$ cat src/rtl/pirq_router_pkg.sv
// Shared constants and SCI select decoding for the interrupt line router.
// Assumes eight links, four pins per slot and 16 legacy controller pins.
package pirq_router_pkg;
    localparam int NLINK     = 8;
    localparam int NPIN      = 4;
    localparam int NLEGACY   = 16;
    localparam int NADV      = 8;
    localparam int ROUTE_DIS = 7;
    localparam logic [7:0] ROUTE_MASK  = 8'h9F;
    localparam logic [7:0] ROUTE_RESET = 8'h80;
    localparam int SCI_ADDR  = 8;
    localparam int MAP_BASE  = 16;

    // True for select codes that name a pin
    function automatic logic sci_code_ok(input logic [2:0] code);
        return (code == 3'd0) || (code == 3'd1) || (code == 3'd2) ||
               (code == 3'd4) || (code == 3'd5);
    endfunction

    // Controller pin number (0..23) for a valid select code
    function automatic logic [4:0] sci_pin(input logic [2:0] code);
        case (code)
            3'd1:    return 5'd10;
            3'd2:    return 5'd11;
            3'd4:    return 5'd20;
            3'd5:    return 5'd21;
            default: return 5'd9;
        endcase
    endfunction
endpackage

$ cat src/rtl/pirq_router_regs.sv
// Register file: link routes, SCI select and per-slot pin mappings, with a
// combinational read port. Assumes AW wide enough for MAP_BASE + 2*NSLOT.
module pirq_router_regs
    import pirq_router_pkg::*;
#(
    parameter int NSLOT      = 8,
    parameter int FIXED_SLOT = 6,
    parameter int AW         = 8
) (
    input  logic                                 clk,
    input  logic                                 rst_n,
    input  logic                                 wr_en,
    input  logic [AW-1:0]                        wr_addr,
    input  logic [7:0]                           wr_data,
    input  logic [AW-1:0]                        rd_addr,
    output logic [7:0]                           rd_data,
    output logic [NLINK-1:0][7:0]                route,
    output logic [2:0]                           sci_code,
    output logic [NSLOT-1:0][NPIN-1:0][2:0]      map_sel
);
    logic [NLINK-1:0][7:0] route_q;
    logic [2:0]            sci_q;

    // Link route registers: masked byte writes
    always_ff @(posedge clk) begin
        for (int n = 0; n < NLINK; n++) begin
            if (!rst_n)
                route_q[n] <= ROUTE_RESET;
            else if (wr_en && wr_addr == AW'(n))
                route_q[n] <= wr_data & ROUTE_MASK;
        end
    end

    // SCI select: only codes that name a pin are accepted
    always_ff @(posedge clk) begin
        if (!rst_n)
            sci_q <= 3'd0;
        else if (wr_en && wr_addr == AW'(SCI_ADDR) && sci_code_ok(wr_data[2:0]))
            sci_q <= wr_data[2:0];
    end

    for (genvar s = 0; s < NSLOT; s++) begin : g_slot
        localparam logic [AW-1:0] LO_ADDR = AW'(MAP_BASE + 2 * s);
        localparam logic [AW-1:0] HI_ADDR = AW'(MAP_BASE + 2 * s + 1);
        if (s == FIXED_SLOT) begin : g_fixed
            for (genvar i = 0; i < NPIN; i++) begin : g_pin
                assign map_sel[s][i] = 3'(4 + i);
            end
        end else begin : g_prog
            logic [NPIN-1:0][2:0] fld_q;
            // Programmable mapping fields, two per byte
            always_ff @(posedge clk) begin
                if (!rst_n) begin
                    for (int i = 0; i < NPIN; i++)
                        fld_q[i] <= 3'(((s + i) % 4) + 4);
                end else if (wr_en && wr_addr == LO_ADDR) begin
                    fld_q[0] <= wr_data[2:0];
                    fld_q[1] <= wr_data[6:4];
                end else if (wr_en && wr_addr == HI_ADDR) begin
                    fld_q[2] <= wr_data[2:0];
                    fld_q[3] <= wr_data[6:4];
                end
            end
            assign map_sel[s] = fld_q;
        end
    end

    // Read mux; unmapped addresses and the fixed slot return zero
    always_comb begin
        rd_data = 8'h00;
        for (int n = 0; n < NLINK; n++)
            if (rd_addr == AW'(n)) rd_data = route_q[n];
        if (rd_addr == AW'(SCI_ADDR)) rd_data = {5'b0, sci_q};
        for (int s = 0; s < NSLOT; s++) begin
            if (s != FIXED_SLOT) begin
                if (rd_addr == AW'(MAP_BASE + 2 * s))
                    rd_data = {1'b0, map_sel[s][1], 1'b0, map_sel[s][0]};
                if (rd_addr == AW'(MAP_BASE + 2 * s + 1))
                    rd_data = {1'b0, map_sel[s][3], 1'b0, map_sel[s][2]};
            end
        end
    end

    assign route    = route_q;
    assign sci_code = sci_q;
endmodule

$ cat src/rtl/pirq_router_combine.sv
// Folds every slot pin onto the link its mapping field selects (wired OR).
// Purely combinational; assumes levels, not edges.
module pirq_router_combine
    import pirq_router_pkg::*;
#(
    parameter int NSLOT = 8
) (
    input  logic [NPIN*NSLOT-1:0]            intx_in,
    input  logic [NSLOT-1:0][NPIN-1:0][2:0]  map_sel,
    output logic [NLINK-1:0]                 link_lvl
);
    // OR each high slot pin into its selected link
    always_comb begin
        link_lvl = '0;
        for (int s = 0; s < NSLOT; s++)
            for (int i = 0; i < NPIN; i++)
                if (intx_in[NPIN * s + i]) link_lvl[map_sel[s][i]] = 1'b1;
    end
endmodule

$ cat src/rtl/pirq_router_merge.sv
// Drives link levels onto the legacy pins through the route registers and
// onto the advanced pins one to one, merges the SCI, and registers outputs.
module pirq_router_merge
    import pirq_router_pkg::*;
(
    input  logic                  clk,
    input  logic                  rst_n,
    input  logic [NLINK-1:0]      link_lvl,
    input  logic [NLINK-1:0][7:0] route,
    input  logic                  sci_in,
    input  logic [2:0]            sci_code,
    output logic [NLEGACY-1:0]    pic_irq,
    output logic [NADV-1:0]       apic_irq,
    output logic [NLINK-1:0]      route_ok
);
    logic [NLEGACY-1:0] pic_nxt;
    logic [NADV-1:0]    apic_nxt;
    logic [4:0]         sci_pin_num;

    // A route reaches a legacy pin only when enabled and below 16
    always_comb begin
        for (int n = 0; n < NLINK; n++)
            route_ok[n] = !route[n][ROUTE_DIS] && !route[n][4];
    end

    assign sci_pin_num = sci_pin(sci_code);

    // Next pin levels: link ORs plus the SCI on its selected pin
    always_comb begin
        pic_nxt  = '0;
        apic_nxt = link_lvl;
        for (int n = 0; n < NLINK; n++)
            if (route_ok[n] && link_lvl[n]) pic_nxt[route[n][3:0]] = 1'b1;
        if (sci_in) begin
            if (sci_pin_num[4]) apic_nxt[sci_pin_num[2:0]] = 1'b1;
            else                pic_nxt[sci_pin_num[3:0]]  = 1'b1;
        end
    end

    // Output stage
    always_ff @(posedge clk) begin
        if (!rst_n) begin
            pic_irq  <= '0;
            apic_irq <= '0;
        end else begin
            pic_irq  <= pic_nxt;
            apic_irq <= apic_nxt;
        end
    end
endmodule

$ cat src/rtl/pirq_router.sv
// Top of the interrupt line router: register file, slot-to-link fold and
// controller pin merge. Assumes synchronous active-low reset.
module pirq_router
    import pirq_router_pkg::*;
#(
    parameter int NSLOT      = 8,
    parameter int FIXED_SLOT = 6,
    parameter int AW         = 8
) (
    input  logic                  clk,
    input  logic                  rst_n,
    input  logic                  wr_en,
    input  logic [AW-1:0]         wr_addr,
    input  logic [7:0]            wr_data,
    input  logic [AW-1:0]         rd_addr,
    output logic [7:0]            rd_data,
    input  logic [4*NSLOT-1:0]    intx_in,
    input  logic                  sci_in,
    output logic [15:0]           pic_irq,
    output logic [7:0]            apic_irq,
    output logic [7:0]            route_ok
);
    logic [NLINK-1:0][7:0]              route;
    logic [2:0]                         sci_code;
    logic [NSLOT-1:0][NPIN-1:0][2:0]    map_sel;
    logic [NLINK-1:0]                   link_lvl;

    pirq_router_regs #(.NSLOT(NSLOT), .FIXED_SLOT(FIXED_SLOT), .AW(AW)) u_regs (
        .clk(clk), .rst_n(rst_n), .wr_en(wr_en), .wr_addr(wr_addr),
        .wr_data(wr_data), .rd_addr(rd_addr), .rd_data(rd_data),
        .route(route), .sci_code(sci_code), .map_sel(map_sel)
    );

    pirq_router_combine #(.NSLOT(NSLOT)) u_combine (
        .intx_in(intx_in), .map_sel(map_sel), .link_lvl(link_lvl)
    );

    pirq_router_merge u_merge (
        .clk(clk), .rst_n(rst_n), .link_lvl(link_lvl), .route(route),
        .sci_in(sci_in), .sci_code(sci_code), .pic_irq(pic_irq),
        .apic_irq(apic_irq), .route_ok(route_ok)
    );
endmodule

$ cat config.mk
export PLATFORM = sky130hd
export DESIGN_NAME = pirq_router
export DESIGN_NICKNAME = d
export VERILOG_FILES = /design/src/rtl/pirq_router_pkg.sv /design/src/rtl/pirq_router_regs.sv /design/src/rtl/pirq_router_combine.sv /design/src/rtl/pirq_router_merge.sv /design/src/rtl/pirq_router.sv
export SDC_FILE = /design/constraint.sdc
export NUM_CORES = 1
export LEC_CHECK = 0
export BUFFER_PORTS_ARGS = -buffer_cell sky130_fd_sc_hd__buf_2
export CAP_MARGIN = 20
export CORE_MARGIN = 3
export CORE_UTILIZATION = 25
export CTS_BUF_LIST = sky130_fd_sc_hd__clkbuf_4 sky130_fd_sc_hd__clkbuf_8
export DETAILED_ROUTE_END_ITERATION = 7
export SLEW_MARGIN = 20
export SYNTH_ARGS = -nofsm -noshare
export SYNTH_HDL_FRONTEND = slang
export SYNTH_SLANG_ARGS = --single-unit
$ cat constraint.sdc
create_clock -name clk -period 7.1 [get_ports clk]
set_clock_uncertainty 0.1 [all_clocks]
set_input_delay 1.775 -clock clk [delete_from_list [all_inputs] [get_ports clk]]
set_output_delay 1.775 -clock clk [all_outputs]
set_load 0.005 [all_outputs]
==> impl_metrics.py, run 1 <==
metrics = {
    "floorplanning": {
        "die_h_um": 219,
        "num_rows": 77,
        "die_w_um": 219,
        "coreArea_um2": 44400,
        "die-area_um2": 47800,
        "pin_count": 100,
        "initial_core_util_pct": 25.4,
    },
    "setup_path": {
        "crit_type": "primary input to primary output",
        "cp_max_fo": 36,
        "r2r_slack_ns": 2.95,
        "reg2reg_to": "u_merge.pic_irq[2]",
        "endpoint_kind": "primary output",
        "cp_data_required_time_ns": 5.22,
        "start_kind": "primary input",
        "critPathArrivalTime_ns": 4.42,
        "crit_path_start": "rd_addr[2]",
        "reg2regPathDepth": 7,
        "reg2reg_from": "u_regs.map_sel[87]",
    },
    "place": {
        "dp.final_hpwl_mm": 39.8,
        "port-buffer-count": 99,
        "place_congestion": 1.01,
    },
    "drt": {
        "wire_per_inst_um": 27.7,
        "vias": 12400,
        "routed_wl_mm": 55.2,
        "drtPass1Iterations": 6,
        "ant_nets": 0,
        "drc": 0,
        "drt_iter0_drc": 1840,
        "avgViaCountPerCell": 6.23,
    },
    "synthesis": {
        "synth_edf_count": 0,
        "avgSynthCellArea_um2": 8.05,
        "ys_ff_latch": 159,
        "yosysWarningCount": 0,
        "ys_seq_area_share_pct": 28.2,
        "synth_area_leaders": "dfxtp_1, mux2i_1, nor4bb_1, nand4b_1, nand2_1",
        "syn_nets": 1463,
        "synthCells": 1403,
        "synth_ff_type": "dfxtp_1",
        "yosysTopAreaCellShare_pct": 28.2,
        "synth_area_um2": 11300,
        "synth.distinct_cells": 83,
        "async_flop_share_pct": 0,
        "synth_top_cell_by_area": "dfxtp_1",
    },
    "finish": {
        "final_common_cell": "dfxtp_1",
        "nets": 1444,
        "final_cell_mix": "dfxtp_1, nand2_1, nor2_1",
        "drive_gt1_share_pct": 13.5,
        "area_delta_synth_final_pct": 10.2,
    },
    "cts": {
        "clk_pin_slew_worst_paths_ns": 0.11,
        "cts_buffer_depth": 2,
        "clock_latency_ns": 0.50,
        "hold_buffers": 0,
        "cts_resized": 0,
        "tritoncts": "built",
        "cts_buffers": 17,
        "htreeDepth": 4,
        "clock-sinks": 159,
        "cts_setup_buffers": 0,
        "cts_root_buf": "clkbuf_8",
    },
    "grt": {
        "grt_first_pass_wirelength_mm": 78.3,
        "met1_usage_pct": 30.7,
        "gr-total-overflow": 0,
        "grt_max_degree": 82,
        "gr-usage-all-layers_pct": 22.0,
        "grt_use_met3_pct": 5.55,
        "gr-usage-met2_pct": 31.6,
        "grt_pass1_vias": 11400,
        "top_usage_layer": "met2",
        "antenna_found_initial": 2,
    },
    "timing": {
        "fmax_mhz": 159,
        "maxSlewHeadroom_pct": 34.2,
        "final_hold_viol_count": 0,
        "tightestPinTransition_ns": 0.978,
        "final.period_utilization_pct": 88.6,
        "setup_viol": 0,
        "period_needed_ns": 6.29,
        "drv_slew": 0,
        "rsz0062_at_grt": "no",
        "fin_tns_setup_ns": 0,
    },
    "flow_run": {
        "cap_violations": 0,
    },
    "min_path": {
        "holdPathEnd": "u_regs.route[23]",
        "worst_hold_startpoint": "u_regs.route[23]",
        "hold_path_depth": 2,
        "hp-class": "flop to flop",
    },
    "pwr": {
        "power_density_nw_per_um2": 149,
        "power_mw": 1.86,
        "ir_drop_v": 0.000121,
        "p_leak_nw": 4.57,
    },
    "status": {
        "status": "complete, no violations",
    },
}
cells in the mapped netlist (28+ instances only):
library cell and count:
clkbuf_1 93, nand3_1 75, nand4_1 67, buf_2 43, nor4_1 29, nand2_1 137
nand4b_1 78, nor4b_1 28, dfxtp_1 159, nor4bb_1 74, a21oi_1 43, nor2_1 124
mux2i_1 106, o21ai_0 43
worst max-delay path by stage:
stage,slack (ns),endpoint,depth (start not counted)
final,0.81,rd_data[6],8
after global routing,0.73,rd_data[6],8
after CTS,0.92,rd_data[6],8
after detailed placement,0.93,rd_data[6],8
after global placement,0.92,rd_data[6],8
after floorplan,1.66,rd_data[2],8
metal layers:
metal  wire length (um)  vias up
li1                   -     5337
met5                 13        -
met4               3040        2
met3               6070      187
met2              22800      878
met1              23300     5986
state kept, by name (all words and copies together), names as in the netlist:
register          count
u_merge.apic_irq      8
u_merge.pic_irq      16
u_regs.map_sel       84
u_regs.route         48
u_regs.sci_code       3
area by class of cell:
type                    count  area [um^2]
inverters                  13         48.8
clock buffers              17          234
flip-flops and latches    159         3180
fillers                  4751        32000
diodes                      1         2.50
clock inverters            15          228
well taps                 592          741
repair buffers            113          601
multi-input cells        1080         7420
where the power goes:
part | total, mW | switching (mW) | internal, mW
clock network | 0.789 | 0.490 | 0.299
logic | 0.171 | 0.117 | 0.0539
registers | 0.899 | 0.00437 | 0.894
kinds of logic after synthesis:
logic type	synth area share, %
AND/OR/NAND/NOR	40.2
buffers and inverters	6.20
flip-flops	28.2
multiplexers	12.3
AO/OA/AOI/OAI	13.0
XOR/XNOR	0.0775
through the flow:
step / hold WS [ns] / worst slack [ns] / cells / area, um^2 / utilization (%)
detailed placement: 0.396 / 0.925 / 1957 / 12000 / 27.0
floorplan: 0.351 / 1.66 / 1403 / 11300 / -
global route: 0.481 / 0.725 / 1990 / 12500 / 28.0
CTS: 0.424 / 0.919 / 1989 / 12500 / 28.0
finish: 0.428 / 0.807 / 1990 / 12500 / 28.0
global placement: 0.382 / 0.924 / 1957 / 12000 / 27.0
critical path, cell delays in order:
cell and delay (ns):
buf_2 0.51, nand4_1 0.61, and2_0 0.36, mux4_2 0.45, a22oi_1 0.23, a31oi_1 0.10, o22a_1 0.22, buf_2 0.14
Power figures use the tool's default switching activity.
==> run 2: changes to the inputs <==
CELL_PAD_IN_SITES_DETAIL_PLACEMENT = 0   (was not set)
CELL_PAD_IN_SITES_GLOBAL_PLACEMENT = 2   (was not set)
PLACE_DENSITY_LB_ADDON = 0.1   (was not set)
==> run 2 against run 1 <==
  * Via count shrank 1.7%
  * Core utilization grew 0.11 points
  * Sequential share of layout area shrank 0.097 points
  * Die area is the same
  * Final area grew 0.38%
  * Fmax shrank 2.6%
  * Global-route usage grew 4.0 points
  * Critical endpoint is now rd_data[4]
  * Flip-flop and latch count is the same
  * Largest power group unchanged
  * First-iteration DRC count shrank 17%
==> impl_metrics.py, run 2 (synthesized netlist as in run 1, its figures left out) <==
metrics = {
    "setup_path": {
        "reg2regPathDepth": 8,
        "endpoint_kind": "primary output",
        "critPathArrivalTime_ns": 4.58,
        "r2r_slack_ns": 3.18,
        "cp_data_required_time_ns": 5.22,
        "start_kind": "primary input",
        "reg2reg_from": "u_regs.map_sel[2]",
        "cp_max_fo": 7,
        "reg2reg_to": "u_merge.pic_irq[2]",
        "crit_type": "primary input to primary output",
    },
    "cts": {
        "cts_buffers": 17,
        "cts_setup_buffers": 0,
        "cts_root_buf": "clkbuf_8",
        "clock-sinks": 159,
        "clk_pin_slew_worst_paths_ns": 0.09,
        "clock_latency_ns": 0.56,
        "cts_buffer_depth": 2,
        "htreeDepth": 4,
        "hold_buffers": 0,
        "cts_resized": 0,
        "tritoncts": "built",
    },
    "timing": {
        "period_needed_ns": 6.46,
        "final_hold_viol_count": 0,
        "maxSlewHeadroom_pct": 26.3,
        "holdWs_ns": 0.436,
        "setup_viol": 0,
        "rsz0062_at_grt": "no",
        "fin_tns_setup_ns": 0,
        "final.period_utilization_pct": 91.0,
        "fmax_mhz": 155,
        "tightestPinTransition_ns": 1.08,
        "drv_slew": 0,
    },
    "finish": {
        "fill_cells": 4817,
        "nets": 1454,
        "final_cell_mix": "dfxtp_1, nand2_1, nor2_1",
        "final_common_cell": "dfxtp_1",
        "n_antenna_cell": 0,
        "area_delta_synth_final_pct": 10.6,
        "post-route-util_pct": 28.1,
        "largest_reg_flops": 84,
        "post-route-cell-area_um2": 12500,
        "drive_gt1_share_pct": 14.2,
    },
    "floorplanning": {
        "die-area_um2": 47800,
        "initial_core_util_pct": 25.4,
        "die_h_um": 219,
        "num_rows": 77,
        "coreArea_um2": 44400,
        "pin_count": 100,
        "die_w_um": 219,
    },
    "place": {
        "port-buffer-count": 99,
        "place_area_um2": 12100,
        "dp.final_hpwl_mm": 45.2,
        "place_congestion": 0.942,
    },
    "grt": {
        "grt_first_pass_wirelength_mm": 88.6,
        "gr-total-overflow": 0,
        "grt_pass1_vias": 11500,
        "gr-usage-all-layers_pct": 26.0,
        "antenna_found_initial": 3,
        "grt_max_degree": 81,
    },
    "drt": {
        "ant_nets": 0,
        "routed_wl_mm": 62.6,
        "drtPass1Iterations": 6,
        "avgViaCountPerCell": 6.09,
        "drc": 0,
        "drt_iter0_drc": 1520,
        "wire_per_inst_um": 31.3,
        "vias": 12200,
    },
    "min_path": {
        "holdPathEnd": "u_regs.route[23]",
        "hold_path_depth": 2,
        "worst_hold_startpoint": "u_regs.route[23]",
        "hp-class": "flop to flop",
    },
    "status": {
        "status": "complete, no violations",
    },
    "flow_run": {
        "cap_violations": 0,
    },
    "pwr": {
        "power_density_nw_per_um2": 148,
        "p_leak_nw": 4.60,
        "power_mw": 1.85,
        "ir_drop_v": 0.000105,
    },
}
run 2: cell count changes in the layout (fill, tap and decap cells not counted), sizes merged, moves of 2 or more:
cell      change
buf          +10
clkbuf        +2
inv           -7
clkinvlp      +3
bufinv        +3
run 2: layer usage:
layer	global-route usage (%)	wire length [um]
met5	0	20
met4	9.39	2020
met3	6.06	5630
met2	36.1	25300
met1	38.7	29600
run 2: worst max-delay path, cell delays in order:
cell and delay, ns:
buf_2 0.10, nor3_1 0.82, nand3_1 0.45, or2_0 0.40, nor2_1 0.25, a31o_2 0.15, a221oi_1 0.11, o21ai_0 0.33
buf_2 0.19
run 2: how the worst max path moves through the flow:
| stage | startpoint | endpoint | slack [ns] | cells after the start |
|---|---|---|---|---|
| final | rd_addr[5] | rd_data[4] | 0.64 | 9 |
| after global routing | rd_addr[5] | rd_data[4] | 0.39 | 9 |
| after CTS | rd_addr[5] | rd_data[4] | 0.71 | 9 |
| after detailed placement | rd_addr[5] | rd_data[4] | 0.71 | 9 |
| after global placement | rd_addr[5] | rd_data[4] | 0.73 | 9 |
| after floorplan | rd_addr[4] | rd_data[2] | 1.66 | 8 |
run 2: area by class of cell:
type	instances	area (um^2)	area share, %
clock buffer	19	255	2.04
clock inverter	13	176	1.41
multi-input combinational	1080	7420	59.4
sequential	159	3180	25.5
tap	592	741	5.93
inverter	13	48.8	0.390
timing repair buffer	123	676	5.40
run 2: per-stage QoR:
stage	instances	setup slack, ns
6_report	1999	0.640
3_5_place_dp	1967	0.712
5_1_grt	1999	0.388
3_3_place_gp	1967	0.729
2_1_floorplan	1403	1.66
4_1_cts	1999	0.708
run 2: power breakdown:
group	switching, mW	internal [mW]	total (mW)
registers	0.00402	0.894	0.898
clock network	0.400	0.368	0.768
logic	0.130	0.0539	0.184
total	0.534	1.32	1.85
==> run 3: changes to the inputs <==
--- a/constraint.sdc
+++ b/constraint.sdc
@@ -4,2 +4,2 @@
 set_output_delay 1.775 -clock clk [all_outputs]
-set_load 0.005 [all_outputs]
+set_load 0.02 [all_outputs]
==> run 3 against run 2 <==
  * Register-to-register slack about the same
  * Hold slack got worse by 0.0055 ns
  * Global-route usage shrank 0.11 points
  * Fmax decreased by 1.3%
  * Core utilization down 0.070 points
  * Sequential share of layout area up 0.064 points
  * Highest routed layer unchanged
  * Critical path depth did not move
  * Setup slack lost 0.082 ns
  * Non-clock buffer count is 1 lower
  * Critical endpoint unchanged
  * Sequential power about the same
==> impl_metrics.py, run 3 (synthesized netlist as in run 1, its figures left out) <==
metrics = {
    "status": {
        "status": "complete, no violations",
    },
    "floorplanning": {
        "die_w_um": 219,
        "die-area_um2": 47800,
        "pin_count": 100,
        "die_h_um": 219,
        "num_rows": 77,
        "initial_core_util_pct": 25.4,
        "coreArea_um2": 44400,
    },
    "cts": {
        "cts_buffer_depth": 2,
        "clock_latency_ns": 0.54,
        "cts_root_buf": "clkbuf_8",
        "cts_setup_buffers": 0,
        "clk_pin_slew_worst_paths_ns": 0.09,
        "cts_buffers": 17,
        "tritoncts": "built",
        "hold_buffers": 0,
        "cts_resized": 0,
        "htreeDepth": 4,
        "clock-sinks": 159,
    },
    "pwr": {
        "power_density_nw_per_um2": 146,
        "power_mw": 1.82,
        "p_leak_nw": 4.59,
        "ir_drop_v": 0.0000857,
    },
    "timing": {
        "tightestPinTransition_ns": 1.04,
        "rsz0062_at_grt": "no",
        "fin_tns_setup_ns": 0,
        "setup_viol": 0,
        "drv_slew": 0,
        "maxSlewHeadroom_pct": 30.1,
        "final.period_utilization_pct": 92.1,
        "period_needed_ns": 6.54,
        "final_hold_viol_count": 0,
        "fmax_mhz": 153,
        "holdWs_ns": 0.430,
        "fin_ws_ns": 0.558,
    },
    "setup_path": {
        "cp_slowest_stage_delay_ns": 0.84,
        "critPathArrivalTime_ns": 4.67,
        "cp_max_fo": 8,
        "crit_type": "primary input to primary output",
        "cp_cell_sequence": "buf_2 > nor3_1 > nand3_1 > or2_0 > nor2_1 > a31o_2 > a221oi_1 > o21ai_0 > buf_2",
        "cp_slowest_cell": "nor3_1",
        "endpoint_kind": "primary output",
        "crit_path_frequent_cell": "buf_2",
        "cp_data_required_time_ns": 5.22,
        "start_kind": "primary input",
        "path_buf_inv": 2,
        "path_delay_family": "simple AND/OR/NAND/NOR gates",
    },
    "finish": {
        "fin_cells": 1999,
        "post-route-util_pct": 28.1,
        "nets": 1453,
        "drive_gt1_share_pct": 14.2,
        "area_delta_synth_final_pct": 10.4,
        "final_common_cell": "dfxtp_1",
        "fill_cells": 4894,
        "post-route-cell-area_um2": 12500,
        "final_cell_mix": "dfxtp_1, nand2_1, nor2_1",
        "largest_reg_flops": 84,
    },
    "place": {
        "place_area_um2": 12100,
        "place_inst": 1966,
        "place_congestion": 0.918,
        "dp.final_hpwl_mm": 45.2,
        "port-buffer-count": 99,
        "place_ws_ns": 0.606,
    },
    "drt": {
        "avgViaCountPerCell": 6.04,
        "drt_iter0_drc": 1555,
        "vias": 12100,
        "drtPass1Iterations": 6,
        "routed_wl_mm": 62.6,
        "drc": 0,
        "ant_nets": 0,
        "wire_per_inst_um": 31.3,
    },
    "grt": {
        "grt_pass1_vias": 11400,
        "gr-total-overflow": 0,
        "antenna_found_initial": 3,
        "grt_first_pass_wirelength_mm": 88.3,
        "grt_max_degree": 82,
        "gr-usage-all-layers_pct": 25.9,
    },
    "min_path": {
        "hp-class": "flop to flop",
    },
    "flow_run": {
        "cap_violations": 0,
    },
}
## run 3: final timing paths
path                       from                 end  slack, ns  cells past startpoint
max reg2reg  u_regs.map_sel[30]  u_merge.pic_irq[2]       3.19                      7
max                  rd_addr[5]          rd_data[4]       0.56                      9
min reg2reg     u_regs.route[4]     u_regs.route[4]       0.43                      2
min             u_regs.route[4]     u_regs.route[4]       0.43                      2
## run 3: per-layer routing
metal / global-route usage, % / up-vias / wire (um)
met5: 0 / - / 17
li1: - / 5352 / -
met3: 7.45 / 80 / 5620
met2: 37.4 / 602 / 26200
met4: 7.28 / 2 / 1430
met1: 37.3 / 6043 / 29400
## run 3: area by class of cell
type	count	area [um^2]	share of cell area, %
Clock inverter	14	158	1.26
Tap cell	592	741	5.94
Clock buffer	18	248	1.99
Multi-Input combinational cell	1080	7420	59.5
Sequential cell	159	3180	25.5
Timing Repair Buffer	122	668	5.36
Inverter	13	48.8	0.391
Antenna cell	1	2.50	0.0201
## run 3: worst reg2reg max path: cells and delay by family, from the launching register on
kind               cells  cell delay (ns)
DFF                    1             0.71
AOI/OAI and AO/OA      2             0.90
and+or+nand+nor        5             2.04
## run 3: where the power goes
group	internal [mW]	switching (mW)
sequential	0.894	0.00396
combinational	0.0540	0.132
clock	0.329	0.410
total	1.28	0.546
